`config.mk`:
```
export PLATFORM = sky130hd
export DESIGN_NAME = segx_top
export DESIGN_NICKNAME = d
export VERILOG_FILES = /design/src/rtl/segx_pkg.sv /design/src/rtl/segx_bounds.sv /design/src/rtl/segx_status.sv /design/src/rtl/segx_top.sv
export SDC_FILE = /design/constraint.sdc
export NUM_CORES = 1
export LEC_CHECK = 0
export ABC_AREA = 1
export BUFFER_PORTS_ARGS = -buffer_cell sky130_fd_sc_hd__buf_2
export CAP_MARGIN = 20
export CORE_AREA = 2 2 180 252
export CTS_BUF_LIST = sky130_fd_sc_hd__clkbuf_8 sky130_fd_sc_hd__clkbuf_16
export DETAILED_ROUTE_END_ITERATION = 10
export DIE_AREA = 0 0 182 254
export GPL_TIMING_DRIVEN = 0
export MAX_ROUTING_LAYER = met4
export PLACE_DENSITY = 0.67
export SLEW_MARGIN = 20
export SYNTH_ARGS = -nofsm -noshare
export SYNTH_HDL_FRONTEND = slang
export SYNTH_SLANG_ARGS = --single-unit
export TNS_END_PERCENT = 100
```
`constraint.sdc`:
```
create_clock -name clk -period 4.48 [get_ports clk]
set_input_delay 0.448 -clock clk [delete_from_list [all_inputs] [get_ports clk]]
set_output_delay 0.448 -clock clk [all_outputs]
set_load 0.05 [all_outputs]
```
`src/rtl/segx_pkg.sv`:
```
package segx_pkg;

  typedef enum logic [3:0] {
    S_IDLE,
    S_DSEG_RD,     // flat descriptor read
    S_DPAGE_RD,    // descriptor-table page entry read
    S_DPAGE_WB,    // descriptor-table page entry write-back
    S_DSEG_PG_RD,  // paged descriptor read
    S_PAGE_RD,     // page entry read
    S_PAGE_WB,     // page entry write-back
    S_PAGE_PEEK,   // prepage entry check
    S_FIN_PG,      // paged final access
    S_FIN_FLAT,    // unpaged final access
    S_FIN_ABS      // absolute final access
  } st_e;

  localparam logic [1:0] K_READ   = 2'd0;
  localparam logic [1:0] K_STORE  = 2'd1;
  localparam logic [1:0] K_IFETCH = 2'd2;

  localparam logic [2:0] FC_BOUND = 3'd1;
  localparam logic [2:0] FC_PAGE  = 3'd2;

  // cycle bits for status[10:3], highest first
  function automatic logic [7:0] cyc_bits(input st_e s);
    case (s)
      S_DPAGE_RD, S_DPAGE_WB: cyc_bits = 8'b1000_0000;
      S_DSEG_RD:              cyc_bits = 8'b0100_0000;
      S_DSEG_PG_RD:           cyc_bits = 8'b0010_0000;
      S_PAGE_RD, S_PAGE_WB:   cyc_bits = 8'b0001_0000;
      S_PAGE_PEEK:            cyc_bits = 8'b0000_1000;
      S_FIN_PG:               cyc_bits = 8'b0000_0100;
      S_FIN_FLAT:             cyc_bits = 8'b0000_0010;
      S_FIN_ABS:              cyc_bits = 8'b0000_0001;
      default:                cyc_bits = 8'b0000_0000;
    endcase
  endfunction

  // next cycle once the segment descriptor is known
  function automatic st_e pick_target(input logic seg_paged, input logic pg_hit,
                                      input logic pg_m, input logic store,
                                      input logic peek);
    if (!seg_paged)          pick_target = S_FIN_FLAT;
    else if (!pg_hit)        pick_target = S_PAGE_RD;
    else if (store && !pg_m) pick_target = S_PAGE_WB;
    else if (peek)           pick_target = S_PAGE_PEEK;
    else                     pick_target = S_FIN_PG;
  endfunction

endpackage

```
`src/rtl/segx_bounds.sv`:
```
module segx_bounds
  import segx_pkg::*;
#(
  parameter int SEG_W = 15,
  parameter int BND_W = 11
) (
  input  st_e              state,
  input  logic [SEG_W-1:0] seg,
  input  logic [SEG_W-1:0] seg_limit,
  input  logic [BND_W-1:0] off_blk,
  input  logic [BND_W-1:0] off_limit,
  output logic             viol
);
  logic seg_chk, off_chk;

  always_comb begin
    seg_chk = (state == S_DSEG_RD) || (state == S_DPAGE_RD) || (state == S_DPAGE_WB);
    off_chk = (state == S_PAGE_RD) || (state == S_PAGE_WB) || (state == S_PAGE_PEEK) ||
              (state == S_FIN_PG)  || (state == S_FIN_FLAT);
    viol = (seg_chk && (seg > seg_limit)) || (off_chk && (off_blk > off_limit));
  end
endmodule

```
`src/rtl/segx_status.sv`:
```
module segx_status #(
  parameter int CB_W = 8,
  parameter int FC_W = 3,
  localparam int ST_W = CB_W + 1 + FC_W
) (
  input  logic            clk,
  input  logic            rst,
  input  logic            load_en,
  input  logic            load_ifetch,
  input  logic [CB_W-1:0] load_bits,
  input  logic            fc_en,
  input  logic [FC_W-1:0] fc_val,
  output logic [ST_W-1:0] status
);
  always_ff @(posedge clk) begin
    if (rst) begin
      status <= '0;
    end else begin
      if (load_en) status[ST_W-1:FC_W] <= {load_ifetch, load_bits};
      if (fc_en)   status[FC_W-1:0]    <= fc_val;
    end
  end

  AST_CYC_ONEHOT: assert property (@(posedge clk) disable iff (rst)
    $onehot0(status[ST_W-2:FC_W]));

  AST_FCODE_HOLD: assert property (@(posedge clk) disable iff (rst)
    !fc_en |=> $stable(status[FC_W-1:0]));
endmodule

```
`src/rtl/segx_top.sv`:
```
module segx_top
  import segx_pkg::*;
#(
  parameter int SEG_W     = 15,
  parameter int OFF_W     = 18,
  parameter int ADDR_W    = 24,
  parameter int WORD_W    = 36,
  parameter int PAGE_W    = 10,
  parameter int BND_SHIFT = 7
) (
  input  logic              clk,
  input  logic              rst,
  input  logic              req_valid,
  output logic              req_ready,
  input  logic [SEG_W-1:0]  req_seg,
  input  logic [OFF_W-1:0]  req_off,
  input  logic [1:0]        req_kind,
  input  logic              req_prepage,
  input  logic              req_abs,
  input  logic [WORD_W-1:0] req_wdata,
  input  logic [ADDR_W-1:0] dbase_addr,
  input  logic [SEG_W-1:0]  dbase_bound,
  input  logic              dbase_paged,
  input  logic              desc_hit,
  input  logic [WORD_W-1:0] desc_word,
  input  logic              pte_hit,
  input  logic [WORD_W-1:0] pte_word,
  output logic              mem_req,
  output logic              mem_we,
  output logic [ADDR_W-1:0] mem_addr,
  output logic [WORD_W-1:0] mem_wdata,
  input  logic              mem_ack,
  input  logic [WORD_W-1:0] mem_rdata,
  output logic              done,
  output logic [ADDR_W-1:0] rsp_addr,
  output logic [WORD_W-1:0] rsp_rdata,
  output logic              fault,
  output logic [2:0]        fault_code,
  output logic [11:0]       cyc_status
);
  localparam int FRAME_W = ADDR_W - PAGE_W;
  localparam int BND_W   = OFF_W - BND_SHIFT;
  localparam int SD_BND_LSB = 1;
  localparam int SD_PG_BIT  = 0;
  localparam int PT_F = 0;
  localparam int PT_M = 1;
  localparam int PT_U = 2;

  st_e               state;
  logic              issued;
  logic [SEG_W-1:0]  seg_r, dbb_r;
  logic [OFF_W-1:0]  off_r;
  logic [1:0]        kind_r;
  logic              pre_r;
  logic [ADDR_W-1:0] dba_r;
  logic [WORD_W-1:0] wdata_r, sdw_r, pte_r, pthw_r;
  logic              pth_r;

  logic [ADDR_W-1:0] sd_base, pte_loc, dpte_loc, cur_addr;
  logic [BND_W-1:0]  sd_bnd;
  logic [FRAME_W-1:0] frame;
  logic              is_store, cur_we, viol, fault_set;
  logic [WORD_W-1:0] cur_wdata, src_sdw, hit_pte;
  logic              hit_pg;
  logic [2:0]        fc_nx;
  st_e               tgt;

  assign sd_base   = sdw_r[WORD_W-1 -: ADDR_W];
  assign sd_bnd    = sdw_r[SD_BND_LSB +: BND_W];
  assign frame     = pte_r[WORD_W-1 -: FRAME_W];
  assign pte_loc   = sd_base + ADDR_W'(off_r[OFF_W-1:PAGE_W]);
  assign dpte_loc  = dba_r + ADDR_W'(seg_r[SEG_W-1:PAGE_W]);
  assign is_store  = (kind_r == K_STORE);
  assign req_ready = (state == S_IDLE);

  segx_bounds #(.SEG_W(SEG_W), .BND_W(BND_W)) u_bounds (
    .state    (state),
    .seg      (seg_r),
    .seg_limit(dbb_r),
    .off_blk  (off_r[OFF_W-1 -: BND_W]),
    .off_limit(sd_bnd),
    .viol     (viol)
  );

  // target after the descriptor is known (from lookaside in idle, memory later)
  always_comb begin
    if (state == S_IDLE) begin
      src_sdw = desc_word;
      hit_pg  = pte_hit;
      hit_pte = pte_word;
      tgt = pick_target(desc_word[SD_PG_BIT], pte_hit, pte_word[PT_M],
                        req_kind == K_STORE, req_prepage);
    end else begin
      src_sdw = mem_rdata;
      hit_pg  = pth_r;
      hit_pte = pthw_r;
      tgt = pick_target(mem_rdata[SD_PG_BIT], pth_r, pthw_r[PT_M], is_store, pre_r);
    end
  end

  // address, direction and data of the current cycle
  always_comb begin
    cur_addr  = '0;
    cur_we    = 1'b0;
    cur_wdata = '0;
    case (state)
      S_DSEG_RD:    cur_addr = dba_r + ADDR_W'(seg_r);
      S_DPAGE_RD:   cur_addr = dpte_loc;
      S_DPAGE_WB: begin
        cur_addr  = dpte_loc;
        cur_we    = 1'b1;
        cur_wdata = pte_r | (WORD_W'(1) << PT_U);
      end
      S_DSEG_PG_RD: cur_addr = {frame, seg_r[PAGE_W-1:0]};
      S_PAGE_RD:    cur_addr = pte_loc;
      S_PAGE_WB: begin
        cur_addr  = pte_loc;
        cur_we    = 1'b1;
        cur_wdata = pte_r | (WORD_W'(1) << PT_U) | (WORD_W'(is_store) << PT_M);
      end
      S_PAGE_PEEK:  cur_addr = pte_loc + ADDR_W'(1);
      S_FIN_PG: begin
        cur_addr  = {frame, off_r[PAGE_W-1:0]};
        cur_we    = is_store;
        cur_wdata = wdata_r;
      end
      S_FIN_FLAT: begin
        cur_addr  = sd_base + ADDR_W'(off_r);
        cur_we    = is_store;
        cur_wdata = wdata_r;
      end
      S_FIN_ABS: begin
        cur_addr  = ADDR_W'(off_r);
        cur_we    = is_store;
        cur_wdata = wdata_r;
      end
      default: ;
    endcase
  end

  always_comb begin
    fault_set = 1'b0;
    fc_nx     = FC_BOUND;
    if (state != S_IDLE && !issued && viol) begin
      fault_set = 1'b1;
    end else if (issued && mem_ack && mem_rdata[PT_F] &&
                 (state == S_DPAGE_RD || state == S_PAGE_RD || state == S_PAGE_PEEK)) begin
      fault_set = 1'b1;
      fc_nx     = FC_PAGE;
    end
  end

  always_ff @(posedge clk) begin
    if (rst) begin
      state      <= S_IDLE;
      issued     <= 1'b0;
      seg_r      <= '0;
      dbb_r      <= '0;
      off_r      <= '0;
      kind_r     <= K_READ;
      pre_r      <= 1'b0;
      dba_r      <= '0;
      wdata_r    <= '0;
      sdw_r      <= '0;
      pte_r      <= '0;
      pth_r      <= 1'b0;
      pthw_r     <= '0;
      mem_req    <= 1'b0;
      mem_we     <= 1'b0;
      mem_addr   <= '0;
      mem_wdata  <= '0;
      done       <= 1'b0;
      rsp_addr   <= '0;
      rsp_rdata  <= '0;
      fault      <= 1'b0;
      fault_code <= '0;
    end else begin
      mem_req <= 1'b0;
      done    <= 1'b0;
      fault   <= 1'b0;
      if (state == S_IDLE) begin
        if (req_valid) begin
          seg_r   <= req_seg;
          off_r   <= req_off;
          kind_r  <= req_kind;
          pre_r   <= req_prepage;
          wdata_r <= req_wdata;
          dba_r   <= dbase_addr;
          dbb_r   <= dbase_bound;
          pth_r   <= hit_pg;
          pthw_r  <= hit_pte;
          issued  <= 1'b0;
          if (req_abs) begin
            state <= S_FIN_ABS;
          end else if (desc_hit) begin
            sdw_r <= src_sdw;
            pte_r <= hit_pte;
            state <= tgt;
          end else begin
            state <= dbase_paged ? S_DPAGE_RD : S_DSEG_RD;
          end
        end
      end else if (fault_set) begin
        fault      <= 1'b1;
        fault_code <= fc_nx;
        issued     <= 1'b0;
        state      <= S_IDLE;
      end else if (!issued) begin
        mem_req   <= 1'b1;
        mem_we    <= cur_we;
        mem_addr  <= cur_addr;
        mem_wdata <= cur_wdata;
        issued    <= 1'b1;
      end else if (mem_ack) begin
        issued <= 1'b0;
        case (state)
          S_DSEG_RD, S_DSEG_PG_RD: begin
            sdw_r <= src_sdw;
            pte_r <= pthw_r;
            state <= tgt;
          end
          S_DPAGE_RD: begin
            pte_r <= mem_rdata;
            state <= S_DPAGE_WB;
          end
          S_DPAGE_WB:  state <= S_DSEG_PG_RD;
          S_PAGE_RD: begin
            pte_r <= mem_rdata;
            state <= S_PAGE_WB;
          end
          S_PAGE_WB:   state <= pre_r ? S_PAGE_PEEK : S_FIN_PG;
          S_PAGE_PEEK: state <= S_FIN_PG;
          default: begin
            done      <= 1'b1;
            rsp_addr  <= mem_addr;
            rsp_rdata <= mem_we ? '0 : mem_rdata;
            state     <= S_IDLE;
          end
        endcase
      end
    end
  end

  segx_status #(.CB_W(8), .FC_W(3)) u_status (
    .clk        (clk),
    .rst        (rst),
    .load_en    ((state != S_IDLE) && !issued),
    .load_ifetch(kind_r == K_IFETCH),
    .load_bits  (cyc_bits(state)),
    .fc_en      (fault_set),
    .fc_val     (fc_nx),
    .status     (cyc_status)
  );

  AST_REQ_PULSE: assert property (@(posedge clk) disable iff (rst)
    mem_req |=> !mem_req);

  AST_DONE_NOT_FAULT: assert property (@(posedge clk) disable iff (rst)
    done |-> !fault);

  AST_DPAGE_WB_NEXT: assert property (@(posedge clk) disable iff (rst)
    (state == S_DPAGE_RD) |=> (state == S_DPAGE_RD || state == S_DPAGE_WB || state == S_IDLE));

  AST_WRITE_CYCLES: assert property (@(posedge clk) disable iff (rst)
    (mem_req && mem_we) |-> (state == S_DPAGE_WB || state == S_PAGE_WB || state == S_FIN_PG ||
                             state == S_FIN_FLAT || state == S_FIN_ABS));

  AST_FAULT_STOPS: assert property (@(posedge clk) disable iff (rst)
    fault |-> (state == S_IDLE && !mem_req));
endmodule

```
**Word level (Yosys, flattened, before mapping)**

Memories as Yosys holds them, arrays and structs flattened. A register that Yosys moved wholly into a read port is not among the register bits.
Index checks and enable logic that the tools add are counted.

- Register bits: 364
- Memory bits (read-only): 128
- Bits of input ports: 227
- Output and inout bits: 140
- Memories: 1

Memories:

| name | depth | bits a word | rd ports | clocked after Yosys merged registers in | write ports | line | RTL |
|---|---|---|---|---|---|---|---|
| (name not given) | 16 | 8 | 1 | 1 | 0 | segx_pkg.sv:26 | `case (s)` |

- Add/subtract/negate cells: 5
- Magnitude comparators: 2
- Equality and inequality tests: 17
- Multiplexer cells: 51
- Bitwise operators: 6
- Reduce and logical (&&, ||, !) cells: 46

Operator list:

| kind | count |
|---|---|
| 2-to-1 mux 36 bit | 17 |
| case mux 24 bit (8 select lines) | 1 |
| case mux 36 bit (3 select lines) | 1 |
| case mux 36 bit (2 select lines) | 1 |
| 2-to-1 mux 4 bit | 16 |
| bitwise OR 36 x 2 -> 36 bit | 1 |
| adder 24 x 1 -> 24 bit (second input constant) | 1 |
| adder 24 x 15 -> 24 bit | 1 |
| adder 24 x 18 -> 24 bit | 1 |
| adder 24 x 5 -> 24 bit | 1 |
| adder 24 x 8 -> 24 bit | 1 |
| case mux 4 bit (6 select lines) | 1 |
| == test 4 x 3 -> 1 bit (second input constant) | 4 |
| greater-than comparator 15 bit | 1 |
| AND reduction 7 bit | 2 |
| == test 4 bit (second input constant) | 3 |
| OR reduction 2 bit | 6 |
| greater-than comparator 11 bit | 1 |
| 2-to-1 mux 1 bit | 10 |
| logical AND 1 bit | 9 |
| logical OR 1 bit | 9 |
| nonzero test 3 bit | 3 |
| == test 4 x 2 -> 1 bit (second input constant) | 2 |
| OR reduction 7 bit | 1 |
| 17 further kinds | 33 |

**Depth between registers and ports, before layout**

Gate-level depths: netlist of the first run.

- Depth in word-level cells: 11
- Depth in mapped cells: 24
- Gate-level depth less buffers: 23

**By module**

A second synthesis of the first run with hierarchy kept.

- Cell total of the unflattened synthesis: 3036
- Area, all modules: 19979.2 um^2

Modules (own cells, without submodules):

| module | times used | cells an instance | area each (um^2) | seq. area each (um^2) |
|---|---|---|---|---|
| segx_top | 1 | 2826 | 18634.1 | 7126.8 |
| segx_bounds | 1 | 134 | 778.2 | 0.0 |
| segx_status | 1 | 76 | 566.8 | 240.2 |

**Least setup slack after synthesis of the first run**

Ideal clock, no wire load.

- Path kind: register -> register
- Start point: register state[0]
- End point: register mem_addr[20]
- Setup time: 0.132 ns
- Arrival time: 2.982 ns
- Path slack: 1.366 ns
- Stages on the path, launching flop included: 24
- Buffers on the path: 1
- Cell sequence: dfxtp_1 inv_1 ha_1 inv_1 nor2_2 nor2_4 clkbuf_1 o21ai_0 ha_1 fa_1 nand3_1 nand2_1 nand2_1 nor2_1 a21oi_1 o21ai_1 nand2_1 nand2_1 nand2_1 nor2_1 nor3_1 nand2_1 nand2_1 a21oi_1

- Longest elaborated chain between the ends: 11

RTL lines:

| what | line | RTL |
|---|---|---|
| start, declared | segx_top.sv:49 | `st_e state;` |
| start signal, assigned | segx_top.sv:198 | `state <= tgt;` |
| start signal, assigned | segx_top.sv:200 | `state <= dbase_paged ? S_DPAGE_RD : S_DSEG_RD;` |
| start signal, assigned | segx_top.sv:220 | `state <= tgt;` |
| == test 4 x 3 -> 1 bit (on tied branches) | segx_bounds.sv:18, segx_top.sv:106, segx_top.sv:147 |  |
| logical OR 1 bit (3 in series) | segx_bounds.sv:18 | `off_chk = (state == S_PAGE_RD) \|\| (state == S_PAGE_WB) \|\| (state == S_PAGE_PEEK) \|\|` |
| logical OR 1 bit | segx_bounds.sv:19 | `(state == S_FIN_PG) \|\| (state == S_FIN_FLAT);` |
| logical AND 1 bit | segx_bounds.sv:20 | `viol = (seg_chk && (seg > seg_limit)) \|\| (off_chk && (off_blk > off_limit));` |
| logical OR 1 bit | segx_bounds.sv:20 |  |
| logical AND 1 bit | segx_top.sv:144 | `if (state != S_IDLE && !issued && viol) begin` |
| 2-to-1 mux 1 bit | segx_top.sv:144 |  |
| inverter 1 bit (no source line) | n/a |  |
| AND reduction 3 bit (no source line) | n/a |  |
| end signal, assigned | segx_top.sv:211 | `mem_addr <= cur_addr;` |
| end, declared | segx_top.sv:30 | `output logic [ADDR_W-1:0] mem_addr,` |

Several ways; a longest one is shown, not always the timed one.
A chain may end at the register's enable or synchronous reset.

**Final worst setup path of the first run**

- Start point: register state[0]
- End point: register mem_addr[16]

Same word-level chain as after synthesis.

==> results of run 1 <==
## per-layer routing
metal | vias to the layer above | wire [µm] | GRT usage (%)
met3 | 323 | 4800 | 3.98
met5 | - | 0 | -
li1 | 10997 | - | -
met2 | 964 | 43800 | 67.7
met1 | 10565 | 32000 | 39.8
met4 | 0 | 8490 | 31.0
## power groups by stage
stage | Combinational [mW] | Sequential (mW) | Clock [mW]
2_1_floorplan | 5.35 | 4.78 | 0
3_3_place_gp | 8.49 | 4.64 | 0
4_1_cts | 8.66 | 4.59 | 3.20
3_5_place_dp | 8.61 | 4.66 | 0
6_report | 8.83 | 4.61 | 3.18
5_1_grt | 9.65 | 4.66 | 3.33
## synthesized netlist by cell type, types with 5 or more instances
| master | n | area share [%] |
|---|---|---|
| sky130_fd_sc_hd__a22oi_1 | 7 | 0.26 |
| sky130_fd_sc_hd__inv_2 | 13 | 0.24 |
| sky130_fd_sc_hd__ha_1 | 72 | 4.5 |
| sky130_fd_sc_hd__nor2_2 | 19 | 0.59 |
| sky130_fd_sc_hd__buf_4 | 11 | 0.41 |
| sky130_fd_sc_hd__o22ai_1 | 14 | 0.44 |
| sky130_fd_sc_hd__a21o_1 | 7 | 0.26 |
| sky130_fd_sc_hd__nand2_1 | 1000 | 19 |
| sky130_fd_sc_hd__o21ai_0 | 259 | 6.5 |
| sky130_fd_sc_hd__o2111ai_1 | 8 | 0.35 |
| sky130_fd_sc_hd__nand3_2 | 5 | 0.25 |
| sky130_fd_sc_hd__buf_2 | 29 | 0.72 |
| sky130_fd_sc_hd__nand2_2 | 10 | 0.31 |
| sky130_fd_sc_hd__inv_1 | 282 | 5.3 |
| sky130_fd_sc_hd__buf_1 | 18 | 0.34 |
| sky130_fd_sc_hd__o221ai_1 | 5 | 0.22 |
| sky130_fd_sc_hd__nand3_1 | 182 | 4.5 |
| sky130_fd_sc_hd__a21oi_1 | 357 | 8.9 |
| sky130_fd_sc_hd__dfxtp_1 | 359 | 36 |
| sky130_fd_sc_hd__o211ai_1 | 12 | 0.45 |
| sky130_fd_sc_hd__nand4_1 | 60 | 1.9 |
| sky130_fd_sc_hd__nor2_1 | 209 | 3.9 |
| sky130_fd_sc_hd__clkbuf_1 | 99 | 1.9 |
| sky130_fd_sc_hd__nor3_1 | 14 | 0.35 |
| sky130_fd_sc_hd__o21ai_1 | 5 | 0.12 |
## sequential cells by signal, summed over array words and instances, names as in the netlist, 15 cells and up
name       count
sdw_r         35
rsp_addr      24
pthw_r        35
dbb_r         15
mem_addr      24
mem_wdata     36
off_r         18
wdata_r       36
seg_r         15
rsp_rdata     36
pte_r         35
dba_r         24
## worst reg2reg max path: stages, from the launching register on
cell,delay [ps]
sky130_fd_sc_hd__dfxtp_1,390
sky130_fd_sc_hd__inv_1,90
sky130_fd_sc_hd__ha_1,200
sky130_fd_sc_hd__inv_1,120
sky130_fd_sc_hd__nor2_2,90
sky130_fd_sc_hd__nor2_4,220
sky130_fd_sc_hd__clkbuf_1,370
sky130_fd_sc_hd__o21ai_0,210
sky130_fd_sc_hd__ha_1,260
sky130_fd_sc_hd__fa_1,410
sky130_fd_sc_hd__nand3_1,90
sky130_fd_sc_hd__nand2_1,80
sky130_fd_sc_hd__nand2_1,100
sky130_fd_sc_hd__nor2_1,50
sky130_fd_sc_hd__a21oi_1,260
sky130_fd_sc_hd__o21ai_1,240
sky130_fd_sc_hd__o21ai_0,400
sky130_fd_sc_hd__nand3_1,130
sky130_fd_sc_hd__nor2_1,100
sky130_fd_sc_hd__nand2_1,70
sky130_fd_sc_hd__nand2_1,60
sky130_fd_sc_hd__a21oi_1,50
## logic make-up (layout without fill, tap and decap cells)
kind of cell	Yosys count	after routing
AO/OA/AOI/OAI	696	696
XOR/XNOR	6	6
AND/OR/NAND/NOR	1522	1522
adder cells (fa/ha/maj)	75	75
other	1	7
buffers and inverters	458	887
flip-flops	359	359
## area by class of cell
type,count,area (µm²)
buffer,159,689
antenna,5,12.5
multi-input combinational,2301,11000
fill,4512,20200
timing repair buffer,362,1810
clock buffer,44,1030
clock inverter,23,200
inverter,299,1120
tap,558,698
sequential,359,7190
## stage by stage
stage | cell area [µm²] | hold slack [ps] | setup WS, ps | power, mW | util, %
after floorplan | 20000 | 425 | 1370 | 10.1 | -
after global placement | 22500 | 434 | 502 | 13.1 | 51.3
after detailed placement | 22500 | 438 | 420 | 13.3 | 51.3
after CTS | 23800 | 130 | 389 | 16.5 | 54.1
after global routing | 23800 | 154 | 111 | 17.6 | 54.1
final | 23800 | 143 | 358 | 16.6 | 54.1
## path summary, 6_finish.rpt
kind	startpoint	to	slack, ps	cells after the start
worst max-delay path	state[0]$_SDFFE_PP0P_	mem_addr[16]$_SDFFE_PP0P_	360	21
worst min-delay path	mem_rdata[2]	rsp_rdata[2]$_SDFFE_PP0P_	140	3
worst max register to register	state[0]$_SDFFE_PP0P_	mem_addr[16]$_SDFFE_PP0P_	360	21
worst min register to register	pthw_r[23]$_SDFFE_PP0P_	pthw_r[23]$_SDFFE_PP0P_	450	2
==> flow_results.org, run 1 <==
** Die
- The total area inside the core boundary comes to 43900 µm².
- Die height :: 254 µm
- Floorplan die width :: 182 µm
- approximately 370 I/O pins were placed.
- The die covers 46200 µm².
- In this run the core area contains roughly 90 standard-cell rows.
- Initial standard-cell utilization of the core :: 45.6%

** Yosys
- In this run, distinct cell masters in the synthesized netlist total 55.
- Post-synth top flop :: sky130_fd_sc_hd__dfxtp_1
- Warning count from the yosys run :: 0
- After synthesis, the largest family of logic cells by area is simple AND/OR/NAND/NOR gates.
- Measured against the total synthesized area, the mux share comes to 0%.
- Mean cell area of the mapped netlist :: 6.43 µm²
- In this run, synthesis inferred 0 flip-flops with an integrated enable.
- Seq/Total Area, Yosys :: 35.9%
- The synthesized netlist devotes 0.300% of its cell area to XOR and XNOR gates.
- Summing every instance area after synthesis gives ~20000 µm².
- Synthesis produced around 3100 cells.
- The synthesized netlist devotes 4.80% of its cell area to adder and majority cells.
- Compound-cell area share of the yosys netlist :: 18.4%
- Number of storage elements in the synthesis netlist :: 359
- Of all flip-flops after synthesis, the portion carrying an async set or reset was 0%.
- Simple-Gate Fraction of Synth Area :: around a third

** Setup path
- Crit Path Category :: flop to flop
- In this design, the stage delay of the slowest critical-path cell is around 410 ps.
- Kind of capture point of the worst setup path :: flop
- Crit-path leading delay family :: compound AO/OA/AOI/OAI gates
- Buffers plus inverters on the worst setup path :: 3
- Of all nets on the critical path, the largest fanout is 10.
- STA classifies the critical path startpoint as a flop.
- Counting stages on the worst path, the most repeated cell is sky130_fd_sc_hd__nand2_1.
- For the worst setup path, the data required time is between 4000 and 5000 ps.
- CP max stage cell :: sky130_fd_sc_hd__fa_1
- Data arrival, critical path :: about 4500 ps
- Ordered cell list for the critical path :: inv_1, ha_1, inv_1, nor2_2, nor2_4, clkbuf_1, o21ai_0, ha_1, fa_1, nand3_1, nand2_1, nand2_1, nor2_1, a21oi_1, o21ai_1, o21ai_0, nand3_1, nor2_1, nand2_1, nand2_1, a21oi_1

** STA
- Final setup violation count :: 0
- The clock period could shrink to 4120 ps.
- The final hold violation count is 0.
- Max-slew headroom :: about a fifth
- Setup total negative slack on the finished layout was measured at 0 ps.
- The number of pins exceeding their max-slew limit in the final report came to 0.
- Final worst-path cycle share :: between 90% and 100%
- Setup repair after global routing missed its margin :: no
- FMAX :: 243 MHz
- Actual transition at the worst max-transition pin :: 1200 ps
- Worst setup skew after layout :: 18.8 ps

** Clocking
- The number of hold buffers added after CTS was 0.
- The cell sitting at the root of the clock tree is a sky130_fd_sc_hd__clkbuf_16.
- TritonCTS built the clock tree.
- The clock drives about 360 sinks.
- The H-tree was split into 2 levels.
- The number of gates resized after CTS was 0.
- Clock-pin slew was measured on the worst setup and hold paths at ~60 ps.
- The clock passes through at most 3 buffers.
- Number of CTS-inserted buffers :: 38
- The later pin in the worst-skew pair is clocked with a latency of approximately 560 ps.
- Post-CTS Setup Inserts :: 0

** Power
- Maximum vdd ir drop :: 0.000382 V
- Power share of the combinational group :: 53.1%
- Switching share of power :: between 50% and 60%
- Clock network power share :: 19.1%
- In this run the power spent charging and discharging nets is 8.61 mW.
- Internal power comes to 8.01 mW.
- Leakage power summed over all cells :: around 11 nW
- Total power density per cell area :: 698 nW/µm²
- The share of total power dissipated in sequential elements is between 20% and 30%.

** GRT
- Initial antenna violation count :: 5
- The total overflow left after global routing is 0.
- Entering global routing, the biggest net connects 15 pins.
- The first global-routing pass estimated 130000 µm of wire.
- The number of global-route vias before repair came to 22158.
- GRT Resource Usage Total :: roughly 39%

** Run
- The tool flagged a number of max-cap violations equal to 0.

** Placed design
- Detailed placement ended at an HPWL of 72900 µm.
- Input and output buffers added on the ports amount to ~360.
- The congestion estimate from routability-driven global placement came to ~1.
- Placed cells :: between 4000 and 5000

** Min path
- Hold WC Path Type :: input port to flop

** Drt
- Initial DRC Count :: 1568
- Summing over every cut layer, the via total after detailed routing is 22849.
- Detailed-route vias per instance :: 5.56
- Average wire per cell in the routed design :: 21.7 µm
- Once detail routing completed, the nets flagged for antenna violations numbered 0.
- Iteration count of the initial detailed-routing pass :: 7
- For this run, design rule violations remaining after detail routing come to 0.
- The final layout contains routed wiring with a total length of 89100 µm.

** Finish
- Most common cell after layout, fill and taps aside :: sky130_fd_sc_hd__nand2_1
- Syn-to-layout area delta :: 18.8%
- For this run, the number of standard cells in the final layout without fillers is 4110.
- Share of layout cells above drive strength 1 :: 14.9%
- # nets final :: 3822
- Highest-count cells in the layout ignoring fill and taps :: 1000 x sky130_fd_sc_hd__nand2_1, 391 x sky130_fd_sc_hd__buf_2, 359 x sky130_fd_sc_hd__dfxtp_1, 357 x sky130_fd_sc_hd__a21oi_1, 290 x sky130_fd_sc_hd__inv_1

** Outcome
- The flow ran to the end, and the final reports show no timing, DRC or antenna violations.
(Power assumes the default switching activity.)
==> inputs of run 2 (changes only) <==
--- a/config.mk
+++ b/config.mk
@@ -8,10 +8,10 @@
 export ABC_AREA = 1
 export BUFFER_PORTS_ARGS = -buffer_cell sky130_fd_sc_hd__buf_2
 export CAP_MARGIN = 20
-export CORE_AREA = 2 2 180 252
+export CORE_AREA = 3 3 181 253
 export CTS_BUF_LIST = sky130_fd_sc_hd__clkbuf_8 sky130_fd_sc_hd__clkbuf_16
 export DETAILED_ROUTE_END_ITERATION = 10
-export DIE_AREA = 0 0 182 254
+export DIE_AREA = 0 0 184 256
 export GPL_TIMING_DRIVEN = 0
 export MAX_ROUTING_LAYER = met4
 export PLACE_DENSITY = 0.67
==> run 2 against run 1 <==
  * Count of clock-buffer cells in the layout down 2
  * Sequential cell count unchanged
  * Highest routed layer unchanged
  * Utilization up 0.054 points
  * First-iteration DRC count up 18%
==> flow_results.org, run 2 (synthesis results as in run 1) <==
** Finish
- In the final design database the tool counted between 3000 and 4000 nets.
- After the flow finishes, the layout carries non-filler instances totaling 4108.
- In the final layout, the registers with the most flip-flops are mem_wdata: 36 flops, rsp_rdata: 36 flops, wdata_r: 36 flops.
- With fillers left out, the area of the finished cells amounts to 23800 µm².
- Share of layout cells above drive strength 1 :: 14.9%
- Leaving out fill and tap cells, the most frequent cell in the layout is sky130_fd_sc_hd__nand2_1.
- In the layout the commonest cells are 1000 x sky130_fd_sc_hd__nand2_1, 391 x sky130_fd_sc_hd__buf_2, 359 x sky130_fd_sc_hd__dfxtp_1, 357 x sky130_fd_sc_hd__a21oi_1, 289 x sky130_fd_sc_hd__inv_1.
- Compared with the post-synthesis result, the final layout area differs by 18.9%.

** Placed design
- Placed cell area :: 22500 µm²
- Once placement completed, the tool counted placed cells totaling 4038.
- In this run the tool buffered the top-level ports with 362 buffer cells.
- Pre-CTS WS :: 525 ps
- At the end of routability-driven placement, the weighted congestion stood at 1.08.
- Estimated wirelength of the detail-placed design :: around 70000 µm

** Die
- The initial utilization of the core area, before any placement, comes to between 40% and 50%.
- Floorplan die width :: 184 µm
- Area enclosed by the die boundary :: 47100 µm²
- Die height :: 256 µm
- roughly 370 I/O pins were placed.
- The floorplan has 91 rows.
- Core Area :: between 40000 and 50000 µm²

** Setup path
- CP max stage cell :: sky130_fd_sc_hd__fa_1
- For flop-to-flop paths, the worst setup slack is 510 ps.
- The critical path goes through inv_1, ha_1, inv_1, nor2_2, nor2_4, clkbuf_1, o21ai_0, ha_1, fa_1, nand3_1, nand2_1, nand2_1, nor2_1, a21oi_1, o21ai_1, nand2_1, nand2_1, nand3_1, o21ai_0, nor2_1, nand2_1, nand2_1, a21oi_1.
- The critical path is of the flop to flop type.
- Counting both buffers and inverters, the worst setup path holds a total of 3.
- Crit-path leading delay family :: simple AND/OR/NAND/NOR gates
- The worst setup path is captured at a flop.
- Data on the critical path arrives at its endpoint at 4380 ps.
- Most used cell along the critical path :: sky130_fd_sc_hd__nand2_1
- Maximum fanout encountered on the critical timing path :: 10
- Critical path startpoint category :: flop
- Data on the critical path is required at its endpoint by 4890 ps.
- Maximum single-stage delay on the critical path :: 400 ps

** Clocking
- After clock tree synthesis, the repair step resized 0 gates.
- After clock tree synthesis, the clock-pin slew on the worst setup and hold paths is 60 ps.
- Number of levels in the clock H-tree :: 2
- Post-CTS Setup Inserts :: 0
- Largest buffer count on any clock path :: 3
- TritonCTS created 38 clock buffers.
- In this run, post-CTS hold repair placed 0 buffers.
- Clock Latency Late Sink :: 560 ps
- In this run the clock root is driven by a sky130_fd_sc_hd__clkbuf_16.
- TritonCTS clock tree :: done
- CTS saw 359 sinks.

** STA
- After layout, the worst path uses 88.5% of the clock period.
- Setup repair after global routing left no endpoint under its margin.
- Derived from the worst setup path, the maximum achievable clock frequency is about 250 MHz.
- Max-slew headroom :: 19.9%
- Setup violations remaining at the end of the flow were counted as 0.
- Hold is met by 153 ps.
- Final Hold Viols :: 0
- The worst path in the final design needs a cycle of 3970 ps, including I/O delays and setup.
- Across the routed clock network, the largest skew measured is approximately 26 ps.
- After routing, the total negative slack on setup checks comes to 0 ps.
- Actual transition at the worst max-transition pin :: about 1200 ps
- The number of pins exceeding their max-slew limit in the final report was 0.
- Worst setup margin :: 513 ps

** GRT
- Via count of the first global-routing pass :: approximately 22000
- The total overflow left after global routing is 0.
- Maximum number of pins on one net before global-route repair :: 15
- Global-route wire length before repair :: 127000 µm
- Global routing consumed, over all layers together, 36.3% of the routing resources.
- Initial antenna violation count :: 4

** Drt
- The detailed router placed around 23000 vias in this run.
- For this block, the initial DRC count from the detailed router was 1854.
- The count of nets left with antenna violations once routing finished came out at 0.
- Dividing the detail-routed via count by the number of cells gives 5.57.
- In the routed design, unresolved DRC markers number 0.
- Wires add up to 86200 µm.
- After detailed routing, the average wire length per cell comes to 21.0 µm.
- Iteration count of the initial detailed-routing pass :: 6

** Min path
- Hold WC Path Type :: input port to flop

** Power
- Maximum vdd ir drop :: approximately 0.00039 V
- Total power density per cell area :: 694 nW/µm²
- In this run the static leakage power is 11.2 nW.

** Outcome
- Status :: finished, final reports clean

** Run
- Number of max-cap violations :: 0
run 2: path summary, 6_finish.rpt:
path / from / endpoint / cells past startpoint
worst max-delay path: state[0]$_SDFFE_PP0P_ / mem_addr[18]$_SDFFE_PP0P_ / 23
worst min-delay path: dbase_addr[16] / dba_r[16]$_SDFFE_PP0P_ / 3
worst max register to register: state[0]$_SDFFE_PP0P_ / mem_addr[18]$_SDFFE_PP0P_ / 23
worst min register to register: wdata_r[16]$_SDFFE_PP0P_ / wdata_r[16]$_SDFFE_PP0P_ / 2
run 2: cell type report:
cell class / count / area (µm²)
repair buffers: 362 / 1810
multi-input cells: 2301 / 11000
plain buffers: 159 / 689
fillers: 4575 / 20100
diodes: 4 / 10.0
clock buffers: 42 / 1010
well taps: 558 / 698
inverters: 299 / 1120
flip-flops and latches: 359 / 7190
clock inverters: 24 / 254
run 2: through the flow:
step / util, % / total power, mW
2_1_floorplan: - / 10.1
3_3_place_gp: 51.3 / 13.0
3_5_place_dp: 51.3 / 13.1
4_1_cts: 54.2 / 16.4
5_1_grt: 54.2 / 17.6
6_report: 54.2 / 16.5
run 2: where the power goes:
group | leakage (nW) | internal (mW) | switching (mW)
logic | 7.58 | 2.27 | 6.40
registers | 2.93 | 3.95 | 0.648
clock network | 0.648 | 1.86 | 1.38
run 2: worst register-to-register path, cell delays in order (launching register included):
cell                       delay, ps
sky130_fd_sc_hd__dfxtp_1         390
sky130_fd_sc_hd__inv_1            90
sky130_fd_sc_hd__ha_1            200
sky130_fd_sc_hd__inv_1           120
sky130_fd_sc_hd__nor2_2           90
sky130_fd_sc_hd__nor2_4          230
sky130_fd_sc_hd__clkbuf_1        320
sky130_fd_sc_hd__o21ai_0         190
sky130_fd_sc_hd__ha_1            240
sky130_fd_sc_hd__fa_1            400
sky130_fd_sc_hd__nand3_1          80
sky130_fd_sc_hd__nand2_1          80
sky130_fd_sc_hd__nand2_1         110
sky130_fd_sc_hd__nor2_1           50
sky130_fd_sc_hd__a21oi_1         250
sky130_fd_sc_hd__o21ai_1         240
sky130_fd_sc_hd__nand2_1         110
sky130_fd_sc_hd__nand2_1          50
sky130_fd_sc_hd__nand3_1         130
sky130_fd_sc_hd__o21ai_0         120
sky130_fd_sc_hd__nor2_1          100
sky130_fd_sc_hd__nand2_1         100
sky130_fd_sc_hd__nand2_1          70
sky130_fd_sc_hd__a21oi_1          60
run 2: routing by layer:
layer,part of all wire (%),track usage [%]
met4,8.8,25.7
met3,6.5,4.81
met2,49,62.6
met5,0,-
met1,35,37.8
